<file path="src/rtl/mbs_pkg.sv">
package mbs_pkg;
  typedef enum logic [2:0] {
    PH_IDLE = 3'd0,
    PH_ALE  = 3'd1,
    PH_GAP  = 3'd2,
    PH_STRB = 3'd3,
    PH_FLT  = 3'd4
  } phase_e;
endpackage

</file>
<file path="src/rtl/mbs_phase_ctl.sv">
module mbs_phase_ctl
  import mbs_pkg::*;
#(
  parameter int TC_W  = 4,
  parameter int CNT_W = 6
) (
  input  logic            clk,
  input  logic            rst_n,
  input  logic            tick,
  input  logic            start,
  input  logic            cfg_ta,
  input  logic [TC_W-1:0] cfg_tc,
  input  logic            cfg_tf,
  input  logic            cfg_rwd,
  output phase_e          phase,
  output logic            addr_hold,
  output logic            strb_last,
  output logic            fin
);
  logic [CNT_W-1:0] cnt, cnt_nx;
  phase_e           phase_nx;
  logic             ta_q, tf_q, rwd_q, first_q, first_nx;
  logic [TC_W-1:0]  tc_q;
  logic [CNT_W-1:0] gap_len, strb_len, flt_len;

  always_comb begin
    gap_len  = rwd_q ? CNT_W'(ta_q) + CNT_W'(1) : CNT_W'(ta_q);
    strb_len = CNT_W'(tc_q) + (rwd_q ? CNT_W'(2) : CNT_W'(3));
    flt_len  = CNT_W'(tf_q) + CNT_W'(2);
  end

  always_comb begin
    phase_nx = phase;
    cnt_nx   = cnt;
    first_nx = first_q;
    if (start) begin
      phase_nx = PH_ALE;
      cnt_nx   = CNT_W'(cfg_ta);
      first_nx = 1'b0;
    end else if (tick && phase != PH_IDLE) begin
      first_nx = 1'b0;
      if (cnt != '0) begin
        cnt_nx = cnt - CNT_W'(1);
      end else begin
        unique case (phase)
          PH_ALE: begin
            if (gap_len == '0) begin
              phase_nx = PH_STRB;
              cnt_nx   = strb_len - CNT_W'(1);
              first_nx = 1'b1;
            end else begin
              phase_nx = PH_GAP;
              cnt_nx   = gap_len - CNT_W'(1);
            end
          end
          PH_GAP: begin
            phase_nx = PH_STRB;
            cnt_nx   = strb_len - CNT_W'(1);
            first_nx = 1'b1;
          end
          PH_STRB: begin
            phase_nx = PH_FLT;
            cnt_nx   = flt_len - CNT_W'(1);
          end
          default: begin
            phase_nx = PH_IDLE;
            cnt_nx   = '0;
          end
        endcase
      end
    end
  end

  always_ff @(posedge clk) begin
    if (!rst_n) begin
      phase   <= PH_IDLE;
      cnt     <= '0;
      first_q <= 1'b0;
      ta_q    <= 1'b0;
      tc_q    <= '0;
      tf_q    <= 1'b0;
      rwd_q   <= 1'b0;
    end else begin
      phase   <= phase_nx;
      cnt     <= cnt_nx;
      first_q <= first_nx;
      if (start) begin
        ta_q  <= cfg_ta;
        tc_q  <= cfg_tc;
        tf_q  <= cfg_tf;
        rwd_q <= cfg_rwd;
      end
    end
  end

  assign addr_hold = first_q && !rwd_q;
  assign strb_last = (phase == PH_STRB) && (cnt == '0);
  assign fin       = (phase == PH_FLT) && (cnt == '0) && tick;
endmodule

</file>
<file path="src/rtl/mbs_pin_drv.sv">
module mbs_pin_drv
  import mbs_pkg::*;
#(
  parameter int DW = 16
) (
  input  phase_e          phase,
  input  logic            addr_hold,
  input  logic            is_wr,
  input  logic [DW-1:0]   addr_q,
  input  logic [DW-1:0]   wdata_q,
  output logic            ale,
  output logic            rd_n,
  output logic            wr_n,
  output logic            addr_oe,
  output logic            wdata_oe,
  output logic [DW-1:0]   ad_out
);
  logic strobe;

  always_comb begin
    strobe   = (phase == PH_STRB);
    ale      = (phase == PH_ALE);
    rd_n     = !(strobe && !is_wr);
    wr_n     = !(strobe && is_wr);
    addr_oe  = (phase == PH_ALE) || (phase == PH_GAP) || (strobe && addr_hold);
    wdata_oe = strobe && is_wr && !addr_hold;
    ad_out   = wdata_oe ? wdata_q : addr_q;
  end
endmodule

</file>
<file path="src/rtl/mbs_rd_capture.sv">
module mbs_rd_capture #(
  parameter int DW = 16
) (
  input  logic          clk,
  input  logic          rst_n,
  input  logic          tick,
  input  logic          strb_last,
  input  logic          is_wr,
  input  logic [DW-1:0] ad_in,
  output logic [DW-1:0] rdata
);
  always_ff @(posedge clk) begin
    if (!rst_n)
      rdata <= '0;
    else if (tick && strb_last && !is_wr)
      rdata <= ad_in;
  end
endmodule

</file>
<file path="src/rtl/mux_bus_seq.sv">
module mux_bus_seq
  import mbs_pkg::*;
#(
  parameter int DW    = 16,
  parameter int TC_W  = 4,
  localparam int CNT_W = $clog2((1 << TC_W) + 3) + 1
) (
  input  logic            clk,
  input  logic            rst_n,
  input  logic            tcl_tick,
  input  logic            req_valid,
  output logic            req_ready,
  input  logic            req_write,
  input  logic [DW-1:0]   req_addr,
  input  logic [DW-1:0]   req_wdata,
  input  logic            cfg_ta,
  input  logic [TC_W-1:0] cfg_tc,
  input  logic            cfg_tf,
  input  logic            cfg_rwd,
  output logic            ale,
  output logic            rd_n,
  output logic            wr_n,
  output logic            addr_oe,
  output logic            wdata_oe,
  output logic [DW-1:0]   ad_out,
  input  logic [DW-1:0]   ad_in,
  output logic [DW-1:0]   rdata,
  output logic            done
);
  phase_e        phase;
  logic          accept, addr_hold, strb_last, is_wr;
  logic [DW-1:0] addr_q, wdata_q;

  assign req_ready = (phase == PH_IDLE) && tcl_tick;
  assign accept    = req_valid && req_ready;

  always_ff @(posedge clk) begin
    if (!rst_n) begin
      is_wr   <= 1'b0;
      addr_q  <= '0;
      wdata_q <= '0;
    end else if (accept) begin
      is_wr   <= req_write;
      addr_q  <= req_addr;
      wdata_q <= req_wdata;
    end
  end

  mbs_phase_ctl #(.TC_W(TC_W), .CNT_W(CNT_W)) u_ctl (
    .clk(clk), .rst_n(rst_n), .tick(tcl_tick), .start(accept),
    .cfg_ta(cfg_ta), .cfg_tc(cfg_tc), .cfg_tf(cfg_tf), .cfg_rwd(cfg_rwd),
    .phase(phase), .addr_hold(addr_hold), .strb_last(strb_last), .fin(done)
  );

  mbs_pin_drv #(.DW(DW)) u_drv (
    .phase(phase), .addr_hold(addr_hold), .is_wr(is_wr),
    .addr_q(addr_q), .wdata_q(wdata_q),
    .ale(ale), .rd_n(rd_n), .wr_n(wr_n),
    .addr_oe(addr_oe), .wdata_oe(wdata_oe), .ad_out(ad_out)
  );

  mbs_rd_capture #(.DW(DW)) u_cap (
    .clk(clk), .rst_n(rst_n), .tick(tcl_tick), .strb_last(strb_last),
    .is_wr(is_wr), .ad_in(ad_in), .rdata(rdata)
  );
endmodule

</file>
<file path="config.mk">
export PLATFORM = sky130hd
export DESIGN_NAME = mux_bus_seq
export DESIGN_NICKNAME = d
export VERILOG_FILES = /design/src/rtl/mbs_pkg.sv /design/src/rtl/mbs_phase_ctl.sv /design/src/rtl/mbs_pin_drv.sv /design/src/rtl/mbs_rd_capture.sv /design/src/rtl/mux_bus_seq.sv
export SDC_FILE = /design/constraint.sdc
export NUM_CORES = 1
export LEC_CHECK = 0
export CAP_MARGIN = 20
export CORE_MARGIN = 4
export CORE_UTILIZATION = 50
export DETAILED_ROUTE_END_ITERATION = 7
export PLACE_DENSITY = 0.86
export SYNTH_ARGS = -nofsm -noshare
export SYNTH_HDL_FRONTEND = slang
export SYNTH_SLANG_ARGS = --single-unit
</file>
<file path="constraint.sdc">
create_clock -name clk -period 3.31 [get_ports clk]
set_clock_uncertainty 0.2 [all_clocks]
set_input_delay 0.4965 -clock clk [delete_from_list [all_inputs] [get_ports clk]]
set_output_delay 0.4965 -clock clk [all_outputs]
set_load 0.01 [all_outputs]
</file>
Yosys cells after proc, flatten, opt, wreduce, memory -nomap -nowiden

Cells that the tools add are included.

Add/subtract/negate cells: 7
Multipliers: 0
Div/mod/pow operators: 0
$lt $le $gt $ge: 0
Equal/unequal tests: 5
Shift-type cells: 0
Multiplexer cells: 16
Bitwise logic cells: 2
Reductions and logical operators: 29

Operator list:

| cell                | number |
|---|---|
| $sub 6x1->6 const B | 4 |
| $mux 6              | 3 |
| $pmux 6 s3          | 1 |
| $mux 16             | 1 |
| $logic_and 1x1->1   | 13 |
| $logic_not 6->1     | 2 |
| $mux 1              | 9 |
| $pmux 3 s3          | 1 |
| $add 4x6->6         | 1 |
| $eq 3x2->1 const B  | 2 |
| $reduce_bool 6->1   | 1 |
| $logic_not 1->1     | 5 |
| $reduce_and 2->1    | 2 |
| $add 1x2->3 const B | 1 |
| $eq 3x1->1 const B  | 1 |
| $eq 3x3->1 const B  | 1 |
| $logic_not 3->1     | 1 |
| $reduce_bool 3->1   | 1 |
| $add 1x1->2 const B | 1 |
| $logic_or 1x1->1    | 2 |
| $ne 2x2->1 const B  | 1 |
| $not 1->1           | 2 |
| $pmux 1 s2          | 1 |
| $reduce_bool 2->1   | 1 |
| $reduce_or 2->1     | 1 |

Flip-flop bits (word level): 66
Bits in latches: 0
Bits in writable memories: 0
ROM bits: 0
Input port bits: 60
Output and inout bits: 39
Word-level logic and storage cells: 72
Memories: 0

Depth between registers and ports, before layout

Gate-level depths: netlist (run 1).

Depth after elaboration: 8
Depth in mapped cells: 8
Gate-level depth less buffers: 7

By module

Synthesis (run 1) repeated with hierarchy kept, for this count alone.

Cells, all modules: 354
Area total of the unflattened synthesis: 3,384.5 um^2

By module, submodules not included:

| module         | instances | cells an instance | area an instance (um^2) | sequential area each (um^2) |
|---|---|---|---|---|
| mux_bus_seq    | 1         | 145               | 1,378.8                 | 660.6 |
| mbs_phase_ctl  | 1         | 114               | 1,043.5                 | 340.3 |
| mbs_rd_capture | 1         | 70                | 654.4                   | 320.3 |
| mbs_pin_drv    | 1         | 25                | 307.8                   | 0.0 |

Worst setup path after synthesis (run 1)

No wires, ideal clock.

Kind: reg-to-output
From: register u_ctl.phase[2]
To: output port ad_out[10]
Data arrival time: 1,675 ps
Data required time: 2,613 ps
Path slack: 939 ps
Stages on the path, launching flop included: 7
Buffers on the path: 2
Cell sequence: dfxtp_1 -> buf_6 -> and3b_1 -> nand2_1 -> nor2_4 -> buf_4 -> mux2_1

Cells in the longest elaborated chain, start to end: 4

Ends and longest elaborated chain:

| element                         | RTL line            | RTL |
|---|---|---|
| start, declared                 | mbs_phase_ctl.sv:15 | `output phase_e phase,` |
| start signal, assigned          | mbs_phase_ctl.sv:84 | `phase <= phase_nx;` |
| $eq 3x2->1                      | mbs_pin_drv.sv:21   | `strobe = (phase == PH_STRB);` |
| $logic_and 1x1->1 (2 in series) | mbs_pin_drv.sv:26   | `wdata_oe = strobe && is_wr && !addr_hold;` |
| net wdata_oe                    | mux_bus_seq.sv:24   | `output logic wdata_oe,` |
| $mux 16                         | mbs_pin_drv.sv:27   | `ad_out = wdata_oe ? wdata_q : addr_q;` |
| end, declared                   | mux_bus_seq.sv:25   | `output logic [DW-1:0] ad_out,` |

The timed path passes the listed nets, and every way through them passes these cells.

Worst setup path after layout (run 1)

From: register u_ctl.phase[2]
To: output port ad_out[9]

Cells in the longest elaborated chain, start to end: 4

Ends and longest elaborated chain:

| element                         | RTL line |
|---|---|
| $eq 3x2->1                      | mbs_pin_drv.sv:21 |
| $logic_and 1x1->1 (2 in series) | mbs_pin_drv.sv:26 |
| $mux 16                         | mbs_pin_drv.sv:27 |

Every way passes these cells.

==> results of run 1 <==
kinds of logic after synthesis:
| kind of cell | share of synthesized area (%) |
|---|---|
| buf+inv | 5.06 |
| compound gates | 17.0 |
| xor+xnor | 0.557 |
| mux | 11.5 |
| flops | 42.0 |
| fa+ha+maj | 1.99 |
| simple gates | 21.9 |
synthesized netlist by cell type, drive strengths merged (2+ instances only):
| master | instances |
|---|---|
| o21ai | 4 |
| mux2 | 16 |
| nand3 | 4 |
| nor2 | 9 |
| buf | 12 |
| nor2b | 20 |
| a31oi | 2 |
| nand2b | 2 |
| nand2 | 89 |
| ha | 5 |
| nor3 | 3 |
| a21oi | 8 |
| and3 | 2 |
| mux2i | 18 |
| nand3b | 2 |
| clkbuf | 11 |
| a21boi | 42 |
| inv | 8 |
| dfxtp | 66 |
| a32oi | 2 |
| a211oi | 3 |
| nand4 | 2 |
| o41ai | 2 |
| o211ai | 2 |
cells in the final DEF, fill, tap and decap left out, drive strengths merged, types with 2 or more instances in the layout:
cell type	n
clkbuf	12
a211oi	3
clkdlybuf4s50	98
o211ai	2
a21boi	42
ha	5
clkinv	2
nand2b	2
a31oi	2
dfxtp	66
and3	2
mux2	16
nor2	9
a21oi	8
o41ai	2
nor3	3
nor2b	20
nand3b	2
inv	8
mux2i	18
nand3	4
a32oi	2
buf	7
nand2	89
o21ai	4
nand4	2
area by class of cell:
| class | count | area, um2 |
|---|---|---|
| clock buffers | 12 | 145 |
| clock inverters | 3 | 40.0 |
| fillers | 455 | 1680 |
| inverters | 8 | 30.0 |
| multi-input cells | 253 | 1660 |
| flip-flops and latches | 66 | 1320 |
| well taps | 75 | 93.8 |
| repair buffers | 105 | 1050 |
power by group:
part	switching, mW	internal [mW]	total, mW	leakage, nW
sequential	0.0344	0.832	0.867	0.537
clock	0.291	0.363	0.653	0.0962
combinational	0.164	0.193	0.356	1.07
worst max-delay path, delay by kind of cell, from the launching register on:
family	cells	cell delay [ns]
multiplexers	1	0.37
flip-flops	1	0.43
AND/OR/NAND/NOR	3	0.57
buffers and inverters	2	0.76
per-stage QoR:
step	util (%)	area (um2)
after floorplan	-	3140
after global placement	68.9	4150
after detailed placement	68.9	4150
after CTS	72.0	4340
after global routing	72.1	4340
final	72.1	4340
worst max-delay path by stage:
stage | startpoint | endpoint | slack [ns] | cells after the start
6_report | u_ctl.phase[2]$_SDFFE_PP0P_ | ad_out[9] | 0.16 | 6
5_1_grt | u_ctl.phase[2]$_SDFFE_PP0P_ | ad_out[9] | 0.02 | 6
4_1_cts | u_ctl.phase[0]$_SDFFE_PN0P_ | ad_out[9] | 0.003 | 6
3_5_place_dp | u_ctl.phase[0]$_SDFFE_PN0P_ | ad_out[9] | 0.39 | 6
3_3_place_gp | u_ctl.phase[0]$_SDFFE_PN0P_ | ad_out[14] | 0.49 | 6
2_1_floorplan | u_ctl.phase[2]$_SDFFE_PP0P_ | ad_out[10] | 0.94 | 6
state kept, by name (all words and copies together), names as in the netlist:
name           cells
u_ctl.first_q      1
u_ctl.cnt          6
u_ctl.ta_q         1
u_ctl.tf_q         1
u_ctl.phase        3
addr_q            16
is_wr              1
wdata_q           16
u_ctl.tc_q         4
u_cap.rdata       16
u_ctl.rwd_q        1
layer usage:
metal	wire, um	track usage (%)	up-vias	share of wire [%]
li1	-	-	1374	-
met1	3320	26.4	1265	43
met2	3830	33.2	91	50
met3	459	6.34	8	5.9
met4	125	7.53	0	1.6
met5	0	0	-	0
==> impl_metrics.py, run 1 <==
metrics = {
    "pwr": {
        "max-vdd-ir-drop_mv": 0.327,
        "leakagePower_nw": 1.70,
        "p_per_area_nw_per_um2": 432,
        "total_power_mw": 1.88,
    },
    "logic_synthesis": {
        "ys.flop_type": "dfxtp_1",
        "ys_seq_elements": 66,
        "yosysSeqAreaShare_pct": 42.0,
        "netlist_instances": 350,
        "synthTopCellsByArea": "dfxtp_1 42%, nand2_1 11%, a21boi_1 10%",
        "synth_top_area_share_pct": 42.0,
        "synth.avg_cell_area_um2": 8.98,
        "post-synth-top-area-cell": "dfxtp_1",
        "synthesis.area_um2": 3140,
        "ys_async_sr_fraction_pct": 0,
        "syn-num-nets": 415,
        "ys_warn_count": 0,
        "ys_types": 50,
        "synth-edff-count": 0,
    },
    "clock_network": {
        "cts.sinks": 66,
        "cts_buffers": 9,
        "clk_pin_slew_ns": 0.06,
        "clk-insertion-delay-late_ns": 0.33,
        "post_cts_resized": 0,
        "hold_buffers": 0,
        "cts_setup_buffers": 0,
        "cts_htree_levels": 3,
        "clockRootBuffer": "clkbuf_8",
        "clockBufferDepth": 2,
        "cts_tree": "yes",
    },
    "global_route": {
        "grt_max_degree": 61,
        "first_global_vias": 2625,
        "grt_pass1_wl_um": 12400,
        "grt.total_usage_pct": 20.8,
        "grt_overflow_total": 0,
        "antenna_found_initial": 0,
    },
    "critical_path": {
        "crit_slowest_cell": "clkdlybuf4s50_1",
        "rrSetupSlack_ns": 1.16,
        "cp_cell_sequence": "and3b_2 > nand2_1 > nor2_4 > buf_4 > mux2_1 > clkdlybuf4s50_1",
        "cp-end-kind": "output pin",
        "worstPathMaxFanout": 17,
        "critPathLaunchType": "flip-flop",
        "r2r_end": "u_ctl.cnt[4]$_SDFFE_PP0P_",
        "path_class": "reg2out",
        "cpPeakStageDelay_ns": 0.49,
        "worstPathRequired_ns": 2.61,
        "r2r-start": "u_ctl.cnt[0]$_SDFFE_PN0P_",
        "crit_arrival_ns": 2.45,
        "reg2reg_depth": 6,
    },
    "worst_hold_path": {
        "hold_path_class": "reg2reg",
        "worstHoldStart": "wdata_q[10]$_SDFFE_PN0P_",
        "hold-path-cell-count": 2,
        "hold_end": "wdata_q[10]$_SDFFE_PN0P_",
    },
    "cells_and_area": {
        "diodes": 0,
        "drive_gt1_share_pct": 7.38,
        "finalNonFillerCells": 522,
        "area_growth_pct": 38.2,
        "nNetsFinal": 508,
    },
    "timing": {
        "fin_tns_setup_ns": 0,
        "hold_violations": 0,
        "finalCritPeriodShare_pct": 95.2,
        "tightest_slew_ns": 0.572,
        "holdWs_ns": 0.253,
        "min_period_ns": 3.15,
        "max_freq_mhz": 317,
        "fin_ws_ns": 0.159,
        "slew_headroom_pct": 61.7,
        "finalMaxSlewViolations": 0,
        "rsz0062_at_grt": "no",
        "finalSetupViolations": 0,
    },
    "detailed_routing": {
        "ant_nets": 0,
        "wire_per_inst_um": 14.8,
        "routed_wl_um": 7730,
        "drc": 0,
        "drtIter0Drc": 119,
        "dr_total_vias": 2738,
        "drtPass1Iterations": 4,
        "via_per_inst": 5.25,
    },
    "place": {
        "portBuffers": 98,
        "gp_congestion": 0.841,
        "hpwl_um": 5550,
        "placed_cells": 507,
        "post-place-ws_ns": 0.387,
    },
    "run_status": {
        "status": "finished, final reports clean",
    },
    "die": {
        "die_area_um2": 7620,
        "initial_core_util_pct": 52.2,
        "ios": 99,
        "die_y_um": 87.3,
        "die_x_um": 87.3,
        "core_um2": 6030,
        "row_count": 28,
    },
    "flow_run": {
        "maxCapViolCount": 0,
    },
}
(Power assumes the default switching activity.)
==> run 2: changes to the inputs <==
--- a/config.mk
+++ b/config.mk
@@ -6,7 +6,6 @@
 export NUM_CORES = 1
 export LEC_CHECK = 0
 export CAP_MARGIN = 20
-export CORE_MARGIN = 4
 export CORE_UTILIZATION = 50
 export DETAILED_ROUTE_END_ITERATION = 7
 export PLACE_DENSITY = 0.86
==> impl_metrics.py, run 2 (synthesis gave the netlist of run 1 again) <==
metrics = {
    "run_status": {
        "status": "finished, final reports clean",
    },
    "global_route": {
        "grt_use_met3_pct": 8.88,
        "grt_overflow_total": 0,
        "grt.total_usage_pct": 23.9,
        "grt_pass1_wl_um": 12000,
        "grt_max_degree": 42,
        "use_met2_pct": 39.0,
        "top_usage_layer": "met2",
        "first_global_vias": 2665,
        "antenna_found_initial": 0,
        "met1_usage_pct": 28.7,
    },
    "die": {
        "die_area_um2": 6610,
        "ios": 99,
        "die_y_um": 81.3,
        "core_um2": 5990,
        "die_x_um": 81.3,
        "initial_core_util_pct": 52.5,
        "row_count": 28,
    },
    "detailed_routing": {
        "dr_total_vias": 2791,
        "wire_per_inst_um": 14.3,
        "routed_wl_um": 7490,
        "drtPass1Iterations": 4,
        "drc": 0,
        "ant_nets": 0,
        "drtIter0Drc": 125,
        "via_per_inst": 5.32,
    },
    "cells_and_area": {
        "diodes": 0,
        "fillers": 459,
        "area_growth_pct": 38.6,
        "layout_common_cells": "98 x clkdlybuf4s50_1, 88 x nand2_1, 64 x dfxtp_1",
        "reg.largest.list": "addr_q (16), u_cap.rdata (16), wdata_q (16)",
        "final_common_cell": "clkdlybuf4s50_1",
        "drive_gt1_share_pct": 8.22,
        "nNetsFinal": 510,
        "finalNonFillerCells": 525,
    },
    "timing": {
        "rsz0062_at_grt": "no",
        "finalMaxSlewViolations": 0,
        "min_period_ns": 3.14,
        "finalSetupViolations": 0,
        "fin_ws_ns": 0.173,
        "slew_headroom_pct": 45.6,
        "tightest_slew_ns": 0.814,
        "hold_violations": 0,
        "finalCritPeriodShare_pct": 94.8,
        "max_freq_mhz": 319,
        "fin_tns_setup_ns": 0,
    },
    "clock_network": {
        "cts.sinks": 66,
        "clockBufferDepth": 2,
        "hold_buffers": 0,
        "clk-insertion-delay-late_ns": 0.34,
        "cts_tree": "yes",
        "cts_buffers": 9,
        "clockRootBuffer": "clkbuf_8",
        "cts_setup_buffers": 0,
        "cts_htree_levels": 3,
        "clk_pin_slew_ns": 0.07,
    },
    "worst_hold_path": {
        "hold_path_class": "reg2reg",
        "hold-path-cell-count": 2,
    },
    "critical_path": {
        "path_class": "reg2out",
        "cp-end-kind": "output pin",
        "crit_arrival_ns": 2.44,
        "critPathLaunchType": "flip-flop",
        "worstPathRequired_ns": 2.61,
        "reg2reg_depth": 6,
        "worstPathMaxFanout": 17,
    },
    "place": {
        "gp_congestion": 0.900,
        "portBuffers": 98,
        "hpwl_um": 5350,
        "placed_cells": 509,
        "post-place-ws_ns": 0.409,
    },
    "pwr": {
        "max-vdd-ir-drop_mv": 0.265,
        "p_per_area_nw_per_um2": 434,
        "leakagePower_nw": 1.71,
    },
    "flow_run": {
        "maxCapViolCount": 0,
    },
}
## run 2: cell types whose count changed in the layout (fill, tap and decap cells not counted)
cell      delta
buf_4        +3
buf_12       -1
clkbuf_1     -1
clkinv_4     +1
clkinv_2     +1
## run 2: metal layers
layer / vias up / part of all wire, %
met5: - / 0
met4: 0 / 1.4
met1: 1302 / 43
li1: 1382 / -
met2: 96 / 49
met3: 11 / 6.8
## run 2: cell type report
cell class,instances,area (um2),area share [%]
clock buffers,11,141,3.25
clock inverters,5,53.8,1.24
inverters,8,30.0,0.689
multi-input cells,253,1660,38.2
flip-flops and latches,66,1320,30.4
well taps,75,93.8,2.15
repair buffers,107,1050,24.1
## run 2: power breakdown
part	switching [mW]	internal, mW	leakage, nW
Combinational	0.163	0.194	1.07
Clock	0.301	0.366	0.103
Sequential	0.0346	0.832	0.537
## run 2: worst max-delay path, stage by stage (launching register included)
cell             delay (ns)
dfxtp_1                0.58
and3b_2                0.29
nand2_1                0.13
nor2_4                 0.05
buf_4                  0.21
mux2_1                 0.34
clkdlybuf4s50_1        0.49
## run 2: final timing paths
check / startpoint / to / slack (ns)
worst min-delay path: u_ctl.ta_q$_SDFFE_PN0P_ / u_ctl.ta_q$_SDFFE_PN0P_ / 0.25
worst min register to register: u_ctl.ta_q$_SDFFE_PN0P_ / u_ctl.ta_q$_SDFFE_PN0P_ / 0.25
worst max-delay path: u_ctl.phase[2]$_SDFFE_PP0P_ / ad_out[11] / 0.17
worst max register to register: u_ctl.cnt[0]$_SDFFE_PN0P_ / u_ctl.cnt[4]$_SDFFE_PP0P_ / 1.22
## run 2: repair_timing
action,4_1_cts,5_1_grt
setup endpoints to repair,0,16
hold endpoints to repair,0,0
gates resized for setup,0,3
## run 2: through the flow
step / cell area, um2 / total power [mW] / hold WS [ns] / util, %
floorplan: 3140 / 1.08 / 0.231 / -
global placement: 4160 / 1.23 / 0.241 / 69.4
detailed placement: 4160 / 1.24 / 0.247 / 69.4
CTS: 4350 / 1.90 / 0.255 / 72.6
global route: 4360 / 1.98 / 0.271 / 72.7
finish: 4360 / 1.89 / 0.252 / 72.7
==> run 3: changes to the inputs <==
--- a/config.mk
+++ b/config.mk
@@ -5,10 +5,12 @@
 export SDC_FILE = /design/constraint.sdc
 export NUM_CORES = 1
 export LEC_CHECK = 0
+export ABC_AREA = 1
 export CAP_MARGIN = 20
-export CORE_UTILIZATION = 50
+export CORE_UTILIZATION = 49
 export DETAILED_ROUTE_END_ITERATION = 7
 export PLACE_DENSITY = 0.86
+export REMOVE_ABC_BUFFERS = 1
 export SYNTH_ARGS = -nofsm -noshare
 export SYNTH_HDL_FRONTEND = slang
 export SYNTH_SLANG_ARGS = --single-unit
==> impl_metrics.py, run 3 <==
metrics = {
    "detailed_routing": {
        "ant_nets": 0,
        "wire_per_inst_um": 13.5,
        "routed_wl_um": 7710,
        "drtIter0Drc": 184,
        "dr_total_vias": 2926,
        "via_per_inst": 5.12,
        "drc": 0,
        "drtPass1Iterations": 4,
    },
    "clock_network": {
        "clockBufferDepth": 2,
        "cts.sinks": 66,
        "clk-insertion-delay-late_ns": 0.35,
        "clockRootBuffer": "clkbuf_8",
        "cts_tree": "yes",
        "cts_buffers": 9,
        "post_cts_resized": 0,
        "clk_pin_slew_ns": 0.07,
        "cts_htree_levels": 3,
        "hold_buffers": 0,
        "cts_setup_buffers": 0,
    },
    "die": {
        "die_y_um": 79.3,
        "die_x_um": 79.3,
        "ios": 99,
        "core_um2": 5640,
        "row_count": 27,
        "initial_core_util_pct": 51.9,
        "die_area_um2": 6290,
    },
    "global_route": {
        "first_global_vias": 2866,
        "grt_max_degree": 35,
        "antenna_found_initial": 0,
        "use_met2_pct": 44.5,
        "grt_overflow_total": 0,
        "grt_pass1_wl_um": 12700,
        "grt_use_met3_pct": 5.75,
        "top_usage_layer": "met2",
        "met1_usage_pct": 29.9,
        "grt.total_usage_pct": 26.2,
    },
    "logic_synthesis": {
        "yosysMostFrequentCell": "nand2_1",
        "ys_seq_elements": 66,
        "synth-edff-count": 0,
        "ys_warn_count": 0,
        "synthTopCellsByArea": "dfxtp_1 45%, nand2_1 11%, a21oi_1 8.9%",
        "post-synth-top-area-cell": "dfxtp_1",
        "synth_top_area_share_pct": 45.1,
        "synthesis.area_um2": 2930,
        "netlist_instances": 404,
        "ys.flop_type": "dfxtp_1",
        "yosysSeqAreaShare_pct": 45.1,
        "synth.avg_cell_area_um2": 7.25,
        "ys_types": 29,
        "ys_async_sr_fraction_pct": 0,
        "synth_commonest_cells": "86 x nand2_1, 66 x dfxtp_1, 52 x a21oi_1, 45 x o21ai_0, 39 x inv_1",
    },
    "cells_and_area": {
        "diodes": 0,
        "fillers": 439,
        "multiInputGateArea_um2": 1340,
        "area_growth_pct": 40.5,
        "layout_common_cells": "98 x clkdlybuf4s50_1, 86 x nand2_1, 66 x dfxtp_1",
        "design_area_um2": 4110,
        "reg.largest.list": "addr_q (16), u_cap.rdata (16), wdata_q (16)",
        "nNetsFinal": 562,
        "final_common_cell": "clkdlybuf4s50_1",
        "utilization_pct": 72.9,
        "drive_gt1_share_pct": 8.60,
        "layout.area.seq_um2": 1320,
    },
    "timing": {
        "finalSetupViolations": 0,
        "tightest_slew_ns": 0.697,
        "finalMaxSlewViolations": 0,
        "finalCritPeriodShare_pct": 91.6,
        "fin_tns_setup_ns": 0,
        "rsz0062_at_grt": "no",
        "holdWs_ns": 0.253,
        "slew_headroom_pct": 53.5,
        "min_period_ns": 3.03,
        "max_freq_mhz": 330,
        "hold_violations": 0,
    },
    "critical_path": {
        "path_class": "reg2out",
        "crit_arrival_ns": 2.33,
        "cp-end-kind": "output pin",
        "worstPathMaxFanout": 33,
        "critPathLaunchType": "flip-flop",
        "worstPathRequired_ns": 2.61,
    },
    "worst_hold_path": {
        "hold_path_class": "reg2reg",
    },
    "place": {
        "gp_congestion": 0.837,
        "portBuffers": 98,
        "hpwl_um": 5330,
        "postPlaceCellArea_um2": 3920,
    },
    "run_status": {
        "status": "finished, final reports clean",
    },
    "pwr": {
        "leakagePower_nw": 1.65,
        "max-vdd-ir-drop_mv": 0.482,
        "p_per_area_nw_per_um2": 672,
    },
    "flow_run": {
        "maxCapViolCount": 0,
    },
}
run 3: cell count changes after synthesis, sizes merged, moves of 3 or more:
| cell | before | now |
|---|---|---|
| a211oi | 3 | 0 |
| a21boi | 42 | 0 |
| a21oi | 8 | 53 |
| clkbuf | 11 | 8 |
| inv | 8 | 45 |
| mux2 | 16 | 0 |
| mux2i | 18 | 0 |
| nor2 | 9 | 53 |
| nor2b | 20 | 0 |
| o21ai | 4 | 58 |
run 3: cells by family after synthesis:
group           after synthesis  synth area share (%)
compound gates              113                  19.7
buf+inv                      64                  9.19
simple gates                151                  22.4
flops                        66                  45.1
fa+ha+maj                     5                  2.14
xor+xnor                      5                  1.50
run 3: power breakdown:
part | total [mW] | switching, mW | internal [mW]
sequential | 1.02 | 0.0855 | 0.933
combinational | 1.06 | 0.623 | 0.437
clock | 0.686 | 0.308 | 0.378
total | 2.76 | 1.02 | 1.75
run 3: cell type report:
class	instances	share of cell area, %
clock buffers	11	3.68
clock inverters	3	0.974
inverters	45	4.11
multi-input cells	274	32.5
flip-flops and latches	66	32.1
well taps	72	2.19
repair buffers	101	24.4
run 3: routing by layer:
layer | part of all wire, % | wire length [um] | vias to the layer above
li1 | - | - | 1468
met1 | 42 | 3250 | 1350
met2 | 49 | 3810 | 86
met3 | 4.7 | 359 | 22
met4 | 3.8 | 293 | 0
met5 | 0 | 0 | -
run 3: worst paths after layout:
path	from	slack [ns]	endpoint	depth (start not counted)
worst min-delay path	addr_q[6]$_SDFFE_PN0P_	0.25	addr_q[6]$_SDFFE_PN0P_	2
worst max-delay path	u_ctl.phase[0]$_SDFFE_PN0P_	0.28	ad_out[8]	8
worst max register to register	u_ctl.phase[2]$_SDFFE_PP0P_	1.19	u_ctl.cnt[4]$_SDFFE_PP0P_	8
worst min register to register	addr_q[6]$_SDFFE_PN0P_	0.25	addr_q[6]$_SDFFE_PN0P_	2
run 3: worst max-delay path: stages, from the launching register on:
cell,delay (ns)
dfxtp_1,0.42
nand2_2,0.10
nor2_4,0.14
nand2_1,0.10
a21oi_2,0.10
buf_4,0.30
nand2_1,0.12
o21ai_0,0.12
clkdlybuf4s50_1,0.58
run 3: stage by stage:
stage | power (mW) | setup WS [ns] | std cells
4_1_cts | 2.76 | 0.295 | 572
3_5_place_dp | 2.07 | 0.694 | 558
2_1_floorplan | 1.68 | 0.893 | 385
3_3_place_gp | 2.03 | 0.739 | 558
5_1_grt | 2.95 | 0.149 | 572
6_report | 2.76 | 0.280 | 572
